File: config.mk
export PLATFORM = sky130hd
export DESIGN_NAME = mcsg_top
export DESIGN_NICKNAME = d
export VERILOG_FILES = /design/src/rtl/mcsg_pkg.sv /design/src/rtl/mcsg_regfile.sv /design/src/rtl/mcsg_sine_lut.sv /design/src/rtl/mcsg_scaler.sv /design/src/rtl/mcsg_top.sv
export SDC_FILE = /design/constraint.sdc
export NUM_CORES = 1
export LEC_CHECK = 0
export ABC_AREA = 1
export ABC_CLOCK_PERIOD_IN_PS = 7700
export BUFFER_PORTS_ARGS = -buffer_cell sky130_fd_sc_hd__clkbuf_2
export CAP_MARGIN = 25
export CELL_PAD_IN_SITES_DETAIL_PLACEMENT = 2
export CELL_PAD_IN_SITES_GLOBAL_PLACEMENT = 2
export CORE_ASPECT_RATIO = 0.5
export CORE_MARGIN = 4
export CORE_UTILIZATION = 44
export CTS_CLUSTER_SIZE = 30
export DETAILED_ROUTE_END_ITERATION = 12
export GPL_TIMING_DRIVEN = 0
export PLACE_DENSITY_LB_ADDON = 0.12
export SLEW_MARGIN = 10
export SYNTH_ARGS = -nofsm -noshare
export SYNTH_HDL_FRONTEND = slang
export SYNTH_SLANG_ARGS = --single-unit
File: constraint.sdc
create_clock -name clk -period 7.7 [get_ports clk]
set_input_delay 0.385 -clock clk [delete_from_list [all_inputs] [get_ports clk]]
set_output_delay 0.385 -clock clk [all_outputs]
set_load 0.005 [all_outputs]
File: src/rtl/mcsg_pkg.sv
package mcsg_pkg;
   typedef enum logic [1:0] {
      TBL_STEP  = 2'd0,
      TBL_PHOFS = 2'd1,
      TBL_SCALE = 2'd2,
      TBL_NONE  = 2'd3
   } tbl_sel_e;
endpackage

File: src/rtl/mcsg_regfile.sv
module mcsg_regfile
   import mcsg_pkg::*;
#(
   parameter int W_IDX    = 3,
   parameter int W_PHASE  = 8,
   parameter int W_SCALE  = 8,
   parameter int W_OFFSET = 8
) (
   input  logic                       clk,
   input  logic                       we,
   input  logic [1:0]                 wsel,
   input  logic [W_IDX-1:0]           waddr,
   input  logic [31:0]                wdata,
   input  logic [1:0]                 rsel,
   input  logic [W_IDX-1:0]           raddr,
   output logic [31:0]                rdata,
   input  logic [W_IDX-1:0]           lidx,
   output logic [W_PHASE-1:0]         l_step,
   output logic [W_PHASE-1:0]         l_phofs,
   output logic                       l_clr,
   output logic [W_SCALE-1:0]         l_scale,
   output logic signed [W_OFFSET-1:0] l_offset
);
   localparam int N_ENT = 2 ** W_IDX;

   logic [W_PHASE-1:0]  step_t  [N_ENT];
   logic [W_PHASE-1:0]  phofs_t [N_ENT];
   logic                clr_t   [N_ENT];
   logic [W_SCALE-1:0]  scale_t [N_ENT];
   logic [W_OFFSET-1:0] off_t   [N_ENT];

   always_ff @(posedge clk) begin
      if (we) begin
         case (tbl_sel_e'(wsel))
            TBL_STEP:  step_t[waddr] <= wdata[W_PHASE-1:0];
            TBL_PHOFS: begin
               phofs_t[waddr] <= wdata[W_PHASE-1:0];
               clr_t[waddr]   <= wdata[W_PHASE];
            end
            TBL_SCALE: begin
               scale_t[waddr] <= wdata[W_SCALE-1:0];
               off_t[waddr]   <= wdata[W_SCALE+W_OFFSET-1:W_SCALE];
            end
            default: ;
         endcase
      end
   end

   always_comb begin
      case (tbl_sel_e'(rsel))
         TBL_STEP:  rdata = 32'(step_t[raddr]);
         TBL_PHOFS: rdata = 32'({clr_t[raddr], phofs_t[raddr]});
         TBL_SCALE: rdata = 32'({off_t[raddr], scale_t[raddr]});
         default:   rdata = '0;
      endcase
   end

   assign l_step   = step_t[lidx];
   assign l_phofs  = phofs_t[lidx];
   assign l_clr    = clr_t[lidx];
   assign l_scale  = scale_t[lidx];
   assign l_offset = signed'(off_t[lidx]);
endmodule

File: src/rtl/mcsg_sine_lut.sv
module mcsg_sine_lut #(
   parameter int W_PHASE = 8,
   parameter int W_AMP   = 10
) (
   input  logic [W_PHASE-1:0]      phase,
   output logic signed [W_AMP-1:0] sine
);
   localparam int QB = W_PHASE - 2;
   localparam int Q  = 2 ** QB;

   // Rational sine approximation on half-step sample points of one quarter.
   function automatic logic [W_AMP-2:0] quarter_val(int k);
      longint x, p, t, a;
      x = 2 * longint'(k) + 1;
      p = 4 * longint'(Q);
      t = x * (p - x);
      a = (longint'(1) <<< (W_AMP - 1)) - 1;
      return (W_AMP-1)'((a * 16 * t) / (5 * p * p - 4 * t));
   endfunction

   logic [W_AMP-2:0] qtab [Q];
   for (genvar k = 0; k < Q; k++) begin : g_qtab
      assign qtab[k] = quarter_val(k);
   end

   logic          neg_half;
   logic          mirror;
   logic [QB-1:0] qidx;
   logic [W_AMP-2:0] mag;

   assign neg_half = phase[W_PHASE-1];
   assign mirror   = phase[W_PHASE-2];
   assign qidx     = mirror ? ~phase[QB-1:0] : phase[QB-1:0];
   assign mag      = qtab[qidx];
   assign sine     = neg_half ? -signed'({1'b0, mag}) : signed'({1'b0, mag});
endmodule

File: src/rtl/mcsg_scaler.sv
module mcsg_scaler #(
   parameter int W_AMP    = 10,
   parameter int W_SCALE  = 8,
   parameter int FRAC     = 6,
   parameter int W_OFFSET = 8,
   parameter int W_IDX    = 3,
   parameter int W_OUT    = 16
) (
   input  logic                       clk,
   input  logic                       rst,
   input  logic                       in_vld,
   input  logic [W_IDX-1:0]           in_idx,
   input  logic signed [W_AMP-1:0]    sine,
   input  logic [W_SCALE-1:0]         scale,
   input  logic signed [W_OFFSET-1:0] offset,
   output logic                       out_vld,
   output logic [W_IDX-1:0]           out_idx,
   output logic [W_OUT-1:0]           out_data
);
   localparam int PW = W_AMP + W_SCALE + 1;
   localparam int SW = PW + 1;
   localparam int IW = SW - FRAC;

   logic signed [SW-1:0] sine_x, scale_x, off_x, prod, sum;
   logic signed [IW-1:0] whole;

   assign sine_x  = SW'(sine);
   assign scale_x = signed'(SW'(scale));
   assign off_x   = SW'(offset) <<< FRAC;
   assign prod    = sine_x * scale_x;
   assign sum     = prod + off_x;
   assign whole   = sum[SW-1:FRAC];

   always_ff @(posedge clk) begin
      if (rst) begin
         out_vld  <= 1'b0;
         out_idx  <= '0;
         out_data <= '0;
      end else begin
         out_vld  <= in_vld;
         out_idx  <= in_idx;
         out_data <= {{(W_OUT-IW){whole[IW-1]}}, whole};
      end
   end
endmodule

File: src/rtl/mcsg_top.sv
module mcsg_top #(
   parameter int W_IDX     = 3,
   parameter int TABLE_TOP = 5,
   parameter int W_PHASE   = 8,
   parameter int W_AMP     = 10,
   parameter int W_SCALE   = 8,
   parameter int FRAC      = 6,
   parameter int W_OFFSET  = 8,
   parameter int W_OUT     = 16
) (
   input  logic               clk,
   input  logic               rst,
   input  logic               cfg_we,
   input  logic [1:0]         cfg_wsel,
   input  logic [W_IDX-1:0]   cfg_waddr,
   input  logic [31:0]        cfg_wdata,
   input  logic [1:0]         cfg_rsel,
   input  logic [W_IDX-1:0]   cfg_raddr,
   output logic [31:0]        cfg_rdata,
   output logic               m_tvalid,
   output logic [W_OUT-1:0]   m_tdata,
   output logic [W_IDX-1:0]   m_tuser
);
   localparam int N_ENT = 2 ** W_IDX;
   localparam logic [W_IDX-1:0] TOP_IDX = W_IDX'(TABLE_TOP);

   if (TABLE_TOP < 0 || TABLE_TOP >= N_ENT) begin : g_bad_top
      $error("TABLE_TOP must fit in W_IDX bits");
   end
   if (W_PHASE < 3 || W_PHASE + 1 > 32) begin : g_bad_phase
      $error("W_PHASE out of range");
   end
   if (W_SCALE + W_OFFSET > 32 || FRAC >= W_SCALE + W_AMP) begin : g_bad_scale
      $error("scale/offset fields do not fit");
   end
   if (W_OUT <= W_AMP + W_SCALE + 2 - FRAC) begin : g_bad_out
      $error("W_OUT too narrow for the scaled result");
   end

   // Index sequencer: counts down and wraps to the top entry.
   logic [W_IDX-1:0] cur_idx;
   always_ff @(posedge clk) begin
      if (rst)               cur_idx <= TOP_IDX;
      else if (cur_idx == '0) cur_idx <= TOP_IDX;
      else                    cur_idx <= cur_idx - 1'b1;
   end

   logic [W_PHASE-1:0]         c_step, c_phofs;
   logic                       c_clr;
   logic [W_SCALE-1:0]         c_scale;
   logic signed [W_OFFSET-1:0] c_offset;

   mcsg_regfile #(
      .W_IDX(W_IDX), .W_PHASE(W_PHASE), .W_SCALE(W_SCALE), .W_OFFSET(W_OFFSET)
   ) u_regs (
      .clk(clk), .we(cfg_we), .wsel(cfg_wsel), .waddr(cfg_waddr), .wdata(cfg_wdata),
      .rsel(cfg_rsel), .raddr(cfg_raddr), .rdata(cfg_rdata),
      .lidx(cur_idx), .l_step(c_step), .l_phofs(c_phofs), .l_clr(c_clr),
      .l_scale(c_scale), .l_offset(c_offset)
   );

   // Per-channel accumulators.
   logic [W_PHASE-1:0] acc_mem [N_ENT];
   logic [W_PHASE-1:0] acc_now;
   assign acc_now = acc_mem[cur_idx];

   always_ff @(posedge clk) begin
      if (rst) begin
         for (int i = 0; i < N_ENT; i++) acc_mem[i] <= '0;
      end else begin
         acc_mem[cur_idx] <= c_clr ? '0 : acc_now + c_step;
      end
   end

   // Stage 1: phase and channel parameters.
   logic                       s1_vld;
   logic [W_IDX-1:0]           s1_idx;
   logic [W_PHASE-1:0]         s1_phase;
   logic [W_SCALE-1:0]         s1_scale;
   logic signed [W_OFFSET-1:0] s1_off;

   always_ff @(posedge clk) begin
      if (rst) begin
         s1_vld   <= 1'b0;
         s1_idx   <= '0;
         s1_phase <= '0;
         s1_scale <= '0;
         s1_off   <= '0;
      end else begin
         s1_vld   <= 1'b1;
         s1_idx   <= cur_idx;
         s1_phase <= acc_now + c_phofs;
         s1_scale <= c_scale;
         s1_off   <= c_offset;
      end
   end

   // Stage 2: sine lookup.
   logic signed [W_AMP-1:0] s1_sine;
   mcsg_sine_lut #(.W_PHASE(W_PHASE), .W_AMP(W_AMP)) u_lut (
      .phase(s1_phase), .sine(s1_sine)
   );

   logic                       s2_vld;
   logic [W_IDX-1:0]           s2_idx;
   logic signed [W_AMP-1:0]    s2_sine;
   logic [W_SCALE-1:0]         s2_scale;
   logic signed [W_OFFSET-1:0] s2_off;

   always_ff @(posedge clk) begin
      if (rst) begin
         s2_vld   <= 1'b0;
         s2_idx   <= '0;
         s2_sine  <= '0;
         s2_scale <= '0;
         s2_off   <= '0;
      end else begin
         s2_vld   <= s1_vld;
         s2_idx   <= s1_idx;
         s2_sine  <= s1_sine;
         s2_scale <= s1_scale;
         s2_off   <= s1_off;
      end
   end

   // Stage 3: scale, offset, truncate.
   mcsg_scaler #(
      .W_AMP(W_AMP), .W_SCALE(W_SCALE), .FRAC(FRAC), .W_OFFSET(W_OFFSET),
      .W_IDX(W_IDX), .W_OUT(W_OUT)
   ) u_scale (
      .clk(clk), .rst(rst), .in_vld(s2_vld), .in_idx(s2_idx), .sine(s2_sine),
      .scale(s2_scale), .offset(s2_off),
      .out_vld(m_tvalid), .out_idx(m_tuser), .out_data(m_tdata)
   );
endmodule

==> results.toml <==
[cts]
clockRootBuffer = "clkbuf_16"
ctsHoldBuffers = 0
cts_resized = 0
clk_pin_slew_ns = 0.07
cts_sinks = 407
post_cts_buffers = 0
h-tree-depth = 2
numCtsBuffers = 39
cts_max_path_buffers = 3
clk_latency_ns = 0.58
cts_tree = "done"

[logic_synthesis]
synthAdderAreaFrac = 0.108
synth_top_flop_cell = "edfxtp_1"
synth.area.mux_share = 0
yosys-top-cells-area = "edfxtp_1, fa_1, dfxtp_1, inv_1, nand2_1"
yosys_warnings = 0
synthXorXnorAreaFrac = 0.00472
synth_top_area_share = 0.447
async_flop_share = 0
synthSimpleGateAreaFrac = 0.139
seq_area_frac_synth = 0.519
synth_top_family_by_area = "compound AO/OA/AOI/OAI gates"
syn_area_um2 = 22000
synth_edf_count = 328
synth.distinct_cells = 50
synth_compound_area_frac = 0.142
synth_seq_cells = 407
syn-instance-count = 2270
synth_top_cell_by_area = "edfxtp_1"
synth_area_per_cell_um2 = 9.70

[min_path]
hold_path_class = "in -> reg"

[setup_path]
cp_max_fo = 8
end_kind = "register"
cp-start-kind = "register"
cp.buffers_inverters = 4
crit_top_cell = "fa_1"
path_class = "reg -> reg"
path_cells = "clkbuf_1, nand2_1, fa_1, inv_1, fa_1, inv_1, fa_1, fa_1, inv_1, fa_1, ha_1, nand2_1, nor2_1, nand2_1, o21ai_0, nand2_1, a21oi_1, nor2_1"
cpPeakStageDelay_ns = 0.70
crit_required_ns = 8.14
cp_top_family = "adder cells"
crit_arrival_ns = 6.06
cp_slowest_cell = "fa_1"

[global_routing]
antenna_found_initial = 6
grt_max_degree = 25
grt_pass1_vias = 21200
grt_overflow_total = 0
grt_pass1_wl_um = 142000
grt_use_total = 0.355

[floorplanning]
rows = 57
die_height_um = 166
initial_core_util = 0.449
pin_count = 97
dieArea_um2 = 53900
die_x_um = 324
core_area_um2 = 49000

[detailed_routing]
top_layer_used = "met5"
route.met2.wl_um = 44700
drc = 0
drt_wl_total_um = 97800
ant_nets = 0
wl_met3_um = 10800
vias_per_cell = 6.33
drtIter0Drc = 2650
vias = 19600
drt_pass1_iterations = 6
wl_met1_um = 37800
routedWlPerCell_um = 31.6

[placement]
routabilityCongestion = 0.948
dp_slack_ns = 2.10
place_hpwl_um = 69600
portBuffers = 62
post_dp_cell_area_um2 = 23400

[sta]
worst_pin_slew_ns = 1.22
setup_slack_ns = 2.08
clock_skew_ns = 0.0269
post-route-period-util = 0.730
hold_violations = 0
maxSlewHeadroom = 0.189
worst_hold_slack_ns = 0.105
rsz0062_at_grt = "no"
setup_viol = 0
min_period_ns = 5.62
fmax_mhz = 178
finalMaxSlewViolations = 0
fin_setup_tns_ns = 0

[final_layout]
final_area_um2 = 24800
nNetsFinal = 2601
multi_input_area_um2 = 8760
syn_to_final_growth_pct = 12.6
fillers = 5224
final_util = 0.506
drive_gt1_frac = 0.103
seq_area_um2 = 11400

[outcome]
status = "complete, no violations"

[job]
cap_violations = 0

[power_and_ir_drop]
max-vdd-ir-drop_v = 0.000164
p_leak_nw = 10.2
power.density_nw_per_um2 = 297
logic make-up (layout without fill, tap and decap cells):
| group | after synthesis | after routing |
|---|---|---|
| AOI/OAI and AO/OA | 516 | 516 |
| DFF | 407 | 407 |
| and+or+nand+nor | 721 | 721 |
| buffers and inverters | 474 | 634 |
| adders and majority gates | 140 | 140 |
| xor gates and xnor gates | 11 | 11 |
| other | 1 | 18 |
cell usage after synthesis (all sizes together) (8+ instances only):
| master | instances |
|---|---|
| edfxtp | 328 |
| nand4 | 15 |
| o211ai | 32 |
| a22oi | 39 |
| inv | 339 |
| dfxtp | 79 |
| nand2 | 338 |
| ha | 57 |
| nand3 | 129 |
| o22ai | 23 |
| o221ai | 8 |
| fa | 83 |
| a41oi | 11 |
| clkbuf | 78 |
| a31oi | 14 |
| a221oi | 44 |
| o21ai | 190 |
| nor2 | 230 |
| a21oi | 137 |
| buf | 55 |
metrics by stage:
stage / cells / power (mW)
floorplan: 2285 / 4.35
global placement: 2996 / 5.18
detailed placement: 3014 / 5.32
CTS: 3084 / 7.29
global route: 3094 / 7.74
finish: 3096 / 7.36
path summary, 6_finish.rpt:
check / start / cells after the start / to / slack [ns]
hold reg to reg: s2_vld / 2 / u_scale.out_vld / 0.41
setup reg to reg: s2_sine[9] / 18 / u_scale.out_data[12] / 2.08
hold / removal: cfg_wdata[9] / 1 / u_regs.off_t[3][1] / 0.11
setup / recovery: s2_sine[9] / 18 / u_scale.out_data[12] / 2.08
worst register-to-register path, delay by kind of cell (launching register included):
| kind | cells | cell delay [ns] |
|---|---|---|
| buffers and inverters | 4 | 0.68 |
| AOI/OAI and AO/OA | 2 | 0.54 |
| adders and majority gates | 6 | 3.13 |
| and+or+nand+nor | 6 | 0.85 |
| DFF | 1 | 0.31 |
area by class of cell:
| type | instances | share of cell area |
|---|---|---|
| buffer | 133 | 0.0258 |
| antenna | 2 | 0.000202 |
| multi-input combinational | 1404 | 0.353 |
| clock inverter | 23 | 0.00742 |
| sequential | 407 | 0.461 |
| timing repair buffer | 90 | 0.0254 |
| tap | 649 | 0.0327 |
| inverter | 341 | 0.0519 |
| clock buffer | 47 | 0.0426 |
sequential cells by signal, summed over array words and instances (netlist names), 3 cells and up:
name	flops
u_regs.step_t	64
s1_phase	8
cur_idx	3
u_scale.out_idx	3
u_regs.clr_t	8
s2_idx	3
u_regs.scale_t	64
u_regs.phofs_t	64
s2_scale	8
s2_sine	10
u_scale.out_data	14
u_regs.off_t	64
s1_off	8
s2_off	8
s1_scale	8
acc_mem	64
s1_idx	3
layer usage:
| metal | GRT usage | vias up |
|---|---|---|
| li1 | - | 8013 |
| met5 | 0 | - |
| met3 | 0.0892 | 341 |
| met1 | 0.455 | 9933 |
| met2 | 0.575 | 1311 |
| met4 | 0.154 | 6 |
layout by cell type, fill, tap and decap left out, drive strengths merged, types with 4 or more instances in the layout:
cell     instances
conb            16
nand4           15
a221oi          44
a22oi           39
nor3             4
o221ai           8
dfxtp           79
o21ai          190
buf             83
xor2             4
xnor2            7
a41oi           11
nand2          338
o2bb2ai          5
a22o             4
o22ai           23
edfxtp         328
fa              83
nor2           230
o2111ai          7
ha              57
clkinv          22
a21oi          137
clkbuf         187
a31oi           14
nand3          129
inv            340
o211ai          32
power by group:
group          switching [mW]  internal, mW
logic                    1.97         0.792
registers              0.0779          2.54
clock network           0.932          1.05
total                    2.98          4.38
Power figures use the tool's default switching activity.
